===== src/rtl/clkctl_pkg.sv =====
package clkctl_pkg;
    localparam int DIV_W = 2;
    localparam int SRC_W = 2;
    localparam int MODE_W = DIV_W + SRC_W;

    typedef enum logic [SRC_W-1:0] {
        ST_MAIN        = 2'b00,
        ST_ONCHIP_BOTH = 2'b01,
        ST_ONCHIP_ONLY = 2'b11
    } sel_state_t;

    localparam sel_state_t SEL_RESET = ST_ONCHIP_BOTH;
    localparam logic [DIV_W-1:0] DIV_RESET = '1;
endpackage


===== src/rtl/clkctl_sel_fsm.sv =====
module clkctl_sel_fsm
    import clkctl_pkg::*;
(
    input  logic             clk,
    input  logic             rst_n,
    input  logic             wr_mode,
    input  logic [SRC_W-1:0] wr_code,
    input  logic             onchip_stopped,
    input  logic             onchip_lock,
    output logic [SRC_W-1:0] code,
    output logic             refused
);
    sel_state_t state_q, state_d;
    logic       move_ok;

    always_ff @(posedge clk or negedge rst_n) begin
        if (!rst_n) state_q <= SEL_RESET;
        else        state_q <= state_d;
    end

    always_comb begin
        state_d = state_q;
        move_ok = 1'b0;
        if (wr_mode) begin
            unique case (state_q)
                ST_MAIN: begin
                    if (wr_code == ST_ONCHIP_BOTH && !onchip_stopped && !onchip_lock) begin
                        state_d = ST_ONCHIP_BOTH;   // GO_ONCHIP
                        move_ok = 1'b1;
                    end
                end
                ST_ONCHIP_BOTH: begin
                    if (wr_code == ST_MAIN) begin
                        state_d = ST_MAIN;          // GO_MAIN
                        move_ok = 1'b1;
                    end else if (wr_code == ST_ONCHIP_ONLY) begin
                        state_d = ST_ONCHIP_ONLY;   // STOP_MAIN
                        move_ok = 1'b1;
                    end
                end
                ST_ONCHIP_ONLY: begin
                    if (wr_code == ST_ONCHIP_BOTH) begin
                        state_d = ST_ONCHIP_BOTH;   // START_MAIN
                        move_ok = 1'b1;
                    end
                end
                default: begin
                    state_d = SEL_RESET;
                end
            endcase
        end
    end

    always_comb begin
        code    = state_q;
        refused = wr_mode && (wr_code != state_q) && !move_ok;
    end
endmodule


===== src/rtl/clkctl_prescaler.sv =====
module clkctl_prescaler
    import clkctl_pkg::*;
#(
    parameter int DW = DIV_W
) (
    input  logic          clk,
    input  logic          rst_n,
    input  logic          src_act,
    input  logic [DW-1:0] div_req,
    output logic [DW-1:0] div_act,
    output logic          tick
);
    localparam int CNT_W = (1 << DW) - 1;

    logic [CNT_W-1:0] cnt_q;
    logic [CNT_W-1:0] limit;
    logic             wrap;

    always_comb begin
        limit = CNT_W'((1 << div_act) - 1);
        wrap  = src_act && (cnt_q == limit);
    end

    always_ff @(posedge clk or negedge rst_n) begin
        if (!rst_n) begin
            cnt_q   <= '0;
            div_act <= DW'((1 << DW) - 1);
            tick    <= 1'b0;
        end else begin
            tick <= wrap;
            if (wrap) begin
                cnt_q   <= '0;
                div_act <= div_req;
            end else if (src_act) begin
                cnt_q <= cnt_q + 1'b1;
            end
        end
    end
endmodule


===== src/rtl/clkctl_top.sv =====
module clkctl_top
    import clkctl_pkg::*;
(
    input  logic              clk,
    input  logic              rst_n,
    input  logic              wr_en,
    input  logic              wr_addr,
    input  logic [MODE_W-1:0] wr_data,
    input  logic              main_run,
    input  logic              onchip_run,
    input  logic              onchip_lock,
    output logic [MODE_W-1:0] rd_data,
    output logic              main_en,
    output logic              onchip_en,
    output logic              src_sel,
    output logic              err,
    output logic              tick
);
    logic [DIV_W-1:0] div_q;
    logic [DIV_W-1:0] div_act;
    logic [SRC_W-1:0] mode_lo;
    logic             osc_stop_q;
    logic             wr_mode, wr_ctrl;
    logic             rej_mode, rej_ctrl;
    logic             src_act;

    assign wr_mode = wr_en && !wr_addr;
    assign wr_ctrl = wr_en && wr_addr;

    clkctl_sel_fsm u_fsm (
        .clk            (clk),
        .rst_n          (rst_n),
        .wr_mode        (wr_mode),
        .wr_code        (wr_data[SRC_W-1:0]),
        .onchip_stopped (osc_stop_q),
        .onchip_lock    (onchip_lock),
        .code           (mode_lo),
        .refused        (rej_mode)
    );

    assign rej_ctrl = wr_ctrl && wr_data[0] && mode_lo[0];

    always_ff @(posedge clk or negedge rst_n) begin
        if (!rst_n) begin
            div_q      <= DIV_RESET;
            osc_stop_q <= 1'b0;
            err        <= 1'b0;
        end else begin
            if (wr_mode) div_q <= wr_data[MODE_W-1:SRC_W];
            if (wr_ctrl && !rej_ctrl) osc_stop_q <= wr_data[0];
            if (rej_mode || rej_ctrl) err <= 1'b1;
        end
    end

    always_comb begin
        src_act = mode_lo[0] ? (onchip_run && !osc_stop_q)
                             : (main_run && !mode_lo[1]);
    end

    clkctl_prescaler #(.DW(DIV_W)) u_pre (
        .clk     (clk),
        .rst_n   (rst_n),
        .src_act (src_act),
        .div_req (div_q),
        .div_act (div_act),
        .tick    (tick)
    );

    assign rd_data   = {div_q, mode_lo};
    assign main_en   = !mode_lo[1];
    assign onchip_en = !osc_stop_q;
    assign src_sel   = mode_lo[0];
endmodule


===== config.mk =====
export PLATFORM = sky130hd
export DESIGN_NAME = clkctl_top
export DESIGN_NICKNAME = d
export VERILOG_FILES = /design/src/rtl/clkctl_pkg.sv /design/src/rtl/clkctl_sel_fsm.sv /design/src/rtl/clkctl_prescaler.sv /design/src/rtl/clkctl_top.sv
export SDC_FILE = /design/constraint.sdc
export NUM_CORES = 1
export LEC_CHECK = 0
export ABC_CLOCK_PERIOD_IN_PS = 2600
export CORE_MARGIN = 3
export CORE_UTILIZATION = 50
export CTS_CLUSTER_SIZE = 20
export DETAILED_ROUTE_END_ITERATION = 6
export DONT_BUFFER_PORTS = 1
export SLEW_MARGIN = 25
export SYNTH_ARGS = -nofsm -noshare
export SYNTH_HDL_FRONTEND = slang
export SYNTH_SLANG_ARGS = --single-unit

===== constraint.sdc =====
create_clock -name clk -period 2.6 [get_ports clk]
set_input_delay 0.39 -clock clk [delete_from_list [all_inputs] [get_ports clk]]
set_output_delay 0.39 -clock clk [all_outputs]
set_load 0.02 [all_outputs]

Word level (Yosys, flattened, before mapping)
Cells that the tools add are included.
{"block": "totals", "reg_bits": 12, "output_inout_bits": 9, "wordCells": 56}
{"block": "classes", "n_addsub": 2, "eq_ne": 9, "shift": 1, "mux": 14, "n_reduce_logical": 23}
{"operator": "$logic_and A1 B1 Y1", "n": 12}
{"operator": "$mux W2", "n": 4}
{"operator": "$logic_not A1 Y1", "n": 6}
{"operator": "$mux W1", "n": 6}
{"operator": "$mux W3", "n": 2}
{"operator": "$pmux W2 S3", "n": 1}
{"operator": "$eq A2 B1 Y1 const B", "n": 2}
{"operator": "$eq A2 B2 Y1 const B", "n": 2}
{"operator": "$logic_not A2 Y1", "n": 2}
{"operator": "$ne A2 B1 Y1 const B", "n": 2}
{"operator": "$reduce_and A4 Y1", "n": 1}
{"operator": "$add A3 B1 Y3 const B", "n": 1}
{"operator": "$eq A3 B3 Y1", "n": 1}
{"operator": "$ne A3 B1 Y1 const B", "n": 1}
{"operator": "$pmux W1 S3", "n": 1}
{"operator": "$shl A1 B2 Y3 const A", "n": 1}
{"operator": "$sub A3 B2 Y3 const B", "n": 1}
{"operator": "$ne A2 B2 Y1", "n": 1}
{"operator": "$reduce_bool A2 Y1", "n": 1}
{"operator": "$logic_or A1 B1 Y1", "n": 1}

Longest topological paths before layout
{"block": "logic_depth", "word_depth": 9, "depth_mapped": 6, "ltp_nobuf": 6}

Cells and area by module
A second synthesis with hierarchy kept.
{"block": "unflattened", "cells_unflattened": 76, "area_unflattened_um2": 773.2}
{"module": "clkctl_prescaler", "instances": 1, "cells_per_inst": 36, "area_each_um2": 371.6, "seq_area_each_um2": 152.6}
{"module": "clkctl_top", "instances": 1, "cells_per_inst": 18, "area_each_um2": 207.7, "seq_area_each_um2": 102.6}
{"module": "clkctl_sel_fsm", "instances": 1, "cells_per_inst": 22, "area_each_um2": 193.9, "seq_area_each_um2": 51.3}

Worst setup path after synthesis
No wires, ideal clock.
{"block": "synth_path", "path_kind": "reg-to-reg", "start": "reg u_pre.cnt_q[1]", "end": "reg u_pre.cnt_q[2]", "setup_time_ps": 126, "t_arrival_ps": 1442, "setup_slack_ps": 1032, "stages_incl_launch_ff": 5, "cell_sequence": "dfrtp_1 -> or3_4 -> o32ai_4 -> nor2_1 -> a221o_1"}
{"block": "synth_between", "elab_chain_cells": 3}
{"element": "start, declared", "line_no": "clkctl_prescaler.sv:15", "rtl": "logic [CNT_W-1:0] cnt_q;"}
{"element": "start signal, assigned", "line_no": "clkctl_prescaler.sv:35", "rtl": "cnt_q <= cnt_q + 1'b1;"}
{"element": "$add A3 B1 Y3 or $eq A3 B3 Y1 (tied branches)", "line_no": "clkctl_prescaler.sv:35, clkctl_prescaler.sv:21"}
{"element": "$mux W3 or $logic_and A1 B1 Y1 (tied branches)", "line_no": "clkctl_prescaler.sv:34, clkctl_prescaler.sv:21"}
{"element": "$mux W3 or $reduce_bool A2 Y1 (tied branches)"}
Parallel ways exist; a longest one is shown, timed or not. The select of a mux whose other input is x is not followed.
A chain may end at the register's enable or synchronous reset.

Worst setup path after layout
{"block": "layout_path", "start": "reg u_fsm.state_q[0] (netlist: u_fsm.code[0])", "end": "reg u_pre.div_act[0]"}
{"block": "layout_between", "elab_chain_cells": 2}
{"element": "start, declared", "line_no": "clkctl_sel_fsm.sv:13", "rtl": "sel_state_t state_q, state_d;"}
{"element": "start signal, assigned", "line_no": "clkctl_sel_fsm.sv:18", "rtl": "else state_q <= state_d;"}
{"element": "$mux W1", "line_no": "clkctl_top.sv:56", "rtl": "src_act = mode_lo[0] ? (onchip_run && !osc_stop_q)"}
{"element": "$logic_and A1 B1 Y1", "line_no": "clkctl_prescaler.sv:21", "rtl": "wrap = src_act && (cnt_q == limit);"}
{"element": "end signal, assigned", "line_no": "clkctl_prescaler.sv:27", "rtl": "div_act <= DW'((1 << DW) - 1);"}
{"element": "end signal, assigned", "line_no": "clkctl_prescaler.sv:33", "rtl": "div_act <= div_req;"}
{"element": "end, declared", "line_no": "clkctl_prescaler.sv:10", "rtl": "output logic [DW-1:0] div_act,"}
Every way passes these cells.

==> summary.md <==
| Metric | Value |
|---|---|
| Leak Pwr | `0.339 nW` |
| Via count | `484` |
| Depth of the most critical reg-to-reg path | `4` |
| Layout cells sized above 1 | `26.1%` |
| Worst path required time | `2.79 ns` |
| Top-area cell type share of the netlist area | `23.6%` |
| Largest cells by area after synthesis | `dfrtp_1 (24%), dfstp_2 (18%), ha_1 (6.7%)` |
| Pwr Density | `796 mW/mm^2` |
| VDD IR max | `0.306 mV` |
| Core area | `0.00135 sq mm` |
| Syn Std Cell Area | `742 sq um` |
| Clock Pin Slew Worst Setup and Hold Paths | `0.08 ns` |
| Via-per-instance ratio | `5.76` |
| Fin cells | `84` |
| Reg-to-reg slack, setup | `0.75 ns` |
| Top FF cell, synth | `dfrtp_1` |
| Worst setup EP type | `flop` |
| Site Rows | `13` |
| CP max-delay cell | `dfstp_2` |
| GR Util All Layers | `14.8%` |
| Final #Nets | `85` |
| Drt wl/cell | `15.2 um` |
| CP Class | `flop to flop` |
| Status | `finished, final reports clean` |
| TNS Setup | `0 ns` |
| Buffers on Ports | `0` |
| Post-DP HPWL | `976 um` |
| Fmax | `540 MHz` |
| Post-synth net total | `82` |
| Final worst setup slack | `0.748 ns` |
| CP Data Arrival Time | `2.05 ns` |
| Setup Skew | `0.00303 ns` |
| RSZ-0062 raised after global routing | `false` |
| Worst rel slew slack | `64.6%` |
| Biggest area consumer among synthesized cells | `dfrtp_1` |
| Starting Density | `55.0%` |
| Residual DRC count | `0` |
| Synth Register Bits | `12` |
| Num ports | `20` |
| Max-cap violation count | `0` |
| Crit Reg-Reg Endpoint | `u_pre.div_act[0]` |
| Register area share after synthesis | `41.3%` |
| Setup bufs post-CTS | `0` |
| Latest clock arrival within the worst-skew pair | `0.26 ns` |
| Avg Inst Size Synth | `11.1 sq um` |
| Total die area | `0.00198 sq mm` |
| Area Growth Syn to Fin | `6.75%` |
| Switching power | `0.000198 W` |
| Crit Reg-Reg Startpoint | `u_fsm.code[0]` |
| Cells after synthesis | `67` |
| CTS tree | `done` |
| Dpl cells | `79` |
| Clk sinks | `12` |
| Initial antenna violation count | `0` |
| Pre-CTS setup slack | `0.763 ns` |
| Tightest Pin Transition | `0.529 ns` |
| # diodes | `0` |
| Routability cong. | `0.762` |
| Slew Limit Fails | `0` |
| Share of power burned in registers | `51.0%` |
| Clock power share | `22.8%` |
| Global-route wire length before repair | `2150 um` |
| Root Buffer | `clkbuf_4` |
| Grt ovf | `0` |
| Cell breakdown of the critical path | `nor3b_1, a31oi_2, o21bai_4, mux2_4` |
| Cell depth of the worst min-delay path | `1` |
| Final min period | `1.85 ns` |
| DR iter-0 viols | `13` |
| Most frequent cells in the layout | `dfrtp_1 (7), inv_1 (5), dfstp_2 (5)` |
| Total wire length after detailed routing | `1280 um` |
| Final setup violation count | `0` |
| DRT Pass-1 Iters | `3` |
| Most common cell after layout, fill and taps aside | `dfrtp_1` |
| Vias in the first global route | `502` |
| Synthesis warning total | `0` |
| Gate power share | `26.2%` |
| Endpoint, Worst Hold | `div_q[1]` |
| Post-route ant nets | `0` |
| Hold WC Path Type | `input port to flop` |
| Die width | `44.5 um` |
| Ys async rst share | `100%` |
| Max clock buf depth | `2` |
| Startpoint types | `flop` |
| CTS buffer count | `3` |
| Yosys cell types | `34` |
| EDFF count, synth | `0` |
| CTS H-tree lvls | `1` |
| Fin. Hold Viols | `0` |
| Die H | `44.5 um` |
| Tcrit/Tclk final | `71.2%` |
| Critical Path Fanout Max | `15` |
| Largest net degree at the start of global routing | `16` |
| Hold Slack | `0.276 ns` |
| Min-delay src | `wr_data[3]` |
| Max incr delay on CP | `0.81 ns` |
| Switching share of power | `31.5%` |
| Internal power | `0.000432 W` |
-- repair_timing --
item,in CTS,in global routing
hold endpoints to repair,12,0
setup endpoints to repair,0,0
resized for setup,0,0
hold buffers,1,0
-- flip-flops by register name, indices dropped and copies added, names as in the netlist --
signal and cells:
u_pre.tick 1, err 1, div_q 2, osc_stop_q 1, u_pre.div_act 2, u_pre.cnt_q 3, u_fsm.code 2
-- power by group through the flow --
| stage | clock network [W] | registers, W | logic [W] |
|---|---|---|---|
| finish | 0.000144 | 0.000321 | 0.000165 |
| global route | 0.000156 | 0.000330 | 0.000182 |
| CTS | 0.000150 | 0.000323 | 0.000168 |
| detailed placement | 0 | 0.000327 | 0.000162 |
| global placement | 0 | 0.000326 | 0.000159 |
| floorplan | 0 | 0.000308 | 0.000150 |
-- metal layers --
layer / global-route usage (%) / wire length, um
met5: 0 / 0
met3: 4.47 / 56
met4: 7.23 / 10
met2: 23.8 / 632
met1: 17.8 / 577
-- Yosys cell counts (2+ instances only) --
library cell	instances
a21oi_1	2
clkbuf_1	2
dfrtp_1	7
dfstp_2	5
ha_1	4
inv_1	5
mux2_2	2
mux2_4	2
nand2_1	3
nand2b_1	2
nand3_1	2
nor2_1	4
nor2b_1	4
o22a_1	2
xnor2_1	2
-- logic make-up (layout without fill, tap and decap cells) --
family | after synthesis | after routing | synth area share (%)
flops | 12 | 12 | 41.3
fa+ha+maj | 4 | 4 | 6.75
simple gates | 21 | 21 | 16.4
mux | 4 | 4 | 7.08
compound gates | 16 | 16 | 21.6
buf+inv | 8 | 10 | 4.55
xor+xnor | 2 | 2 | 2.36
-- worst max-delay path: cells and delay by family (launching register included) --
family             cells  cell delay, ns
muxes                  1            0.31
AOI/OAI and AO/OA      2            0.55
DFF                    1            0.81
and+or+nand+nor        1            0.11
-- metrics by stage --
step                power (W)  cell area, sq um  utilization, %
global route         0.000669               792            58.7
detailed placement   0.000489               746            55.2
finish               0.000630               792            58.7
global placement     0.000485               746            55.2
CTS                  0.000640               792            58.7
floorplan            0.000458               742               -
-- worst max-delay path by stage --
stage,start,endpoint,slack [ns],cells past startpoint
finish,u_fsm.code[0],u_pre.div_act[0],0.75,4
global route,u_fsm.code[0],u_pre.div_act[0],0.64,4
CTS,u_fsm.code[0],u_pre.div_act[0],0.75,4
detailed placement,u_fsm.code[0],u_pre.div_act[0],0.76,4
global placement,u_fsm.code[0],u_pre.div_act[0],0.78,4
floorplan,u_pre.cnt_q[1],u_pre.cnt_q[2],1.03,4
-- final cells by class --
| cell class | count | area, sq um |
|---|---|---|
| Inverter | 5 | 18.8 |
| Multi-Input combinational cell | 47 | 402 |
| Clock buffer | 4 | 36.3 |
| Fill cell | 119 | 558 |
| Tap cell | 15 | 18.8 |
| Sequential cell | 12 | 307 |
| Timing Repair Buffer | 1 | 10.0 |
Note: power is estimated with default switching activity, not from simulation.
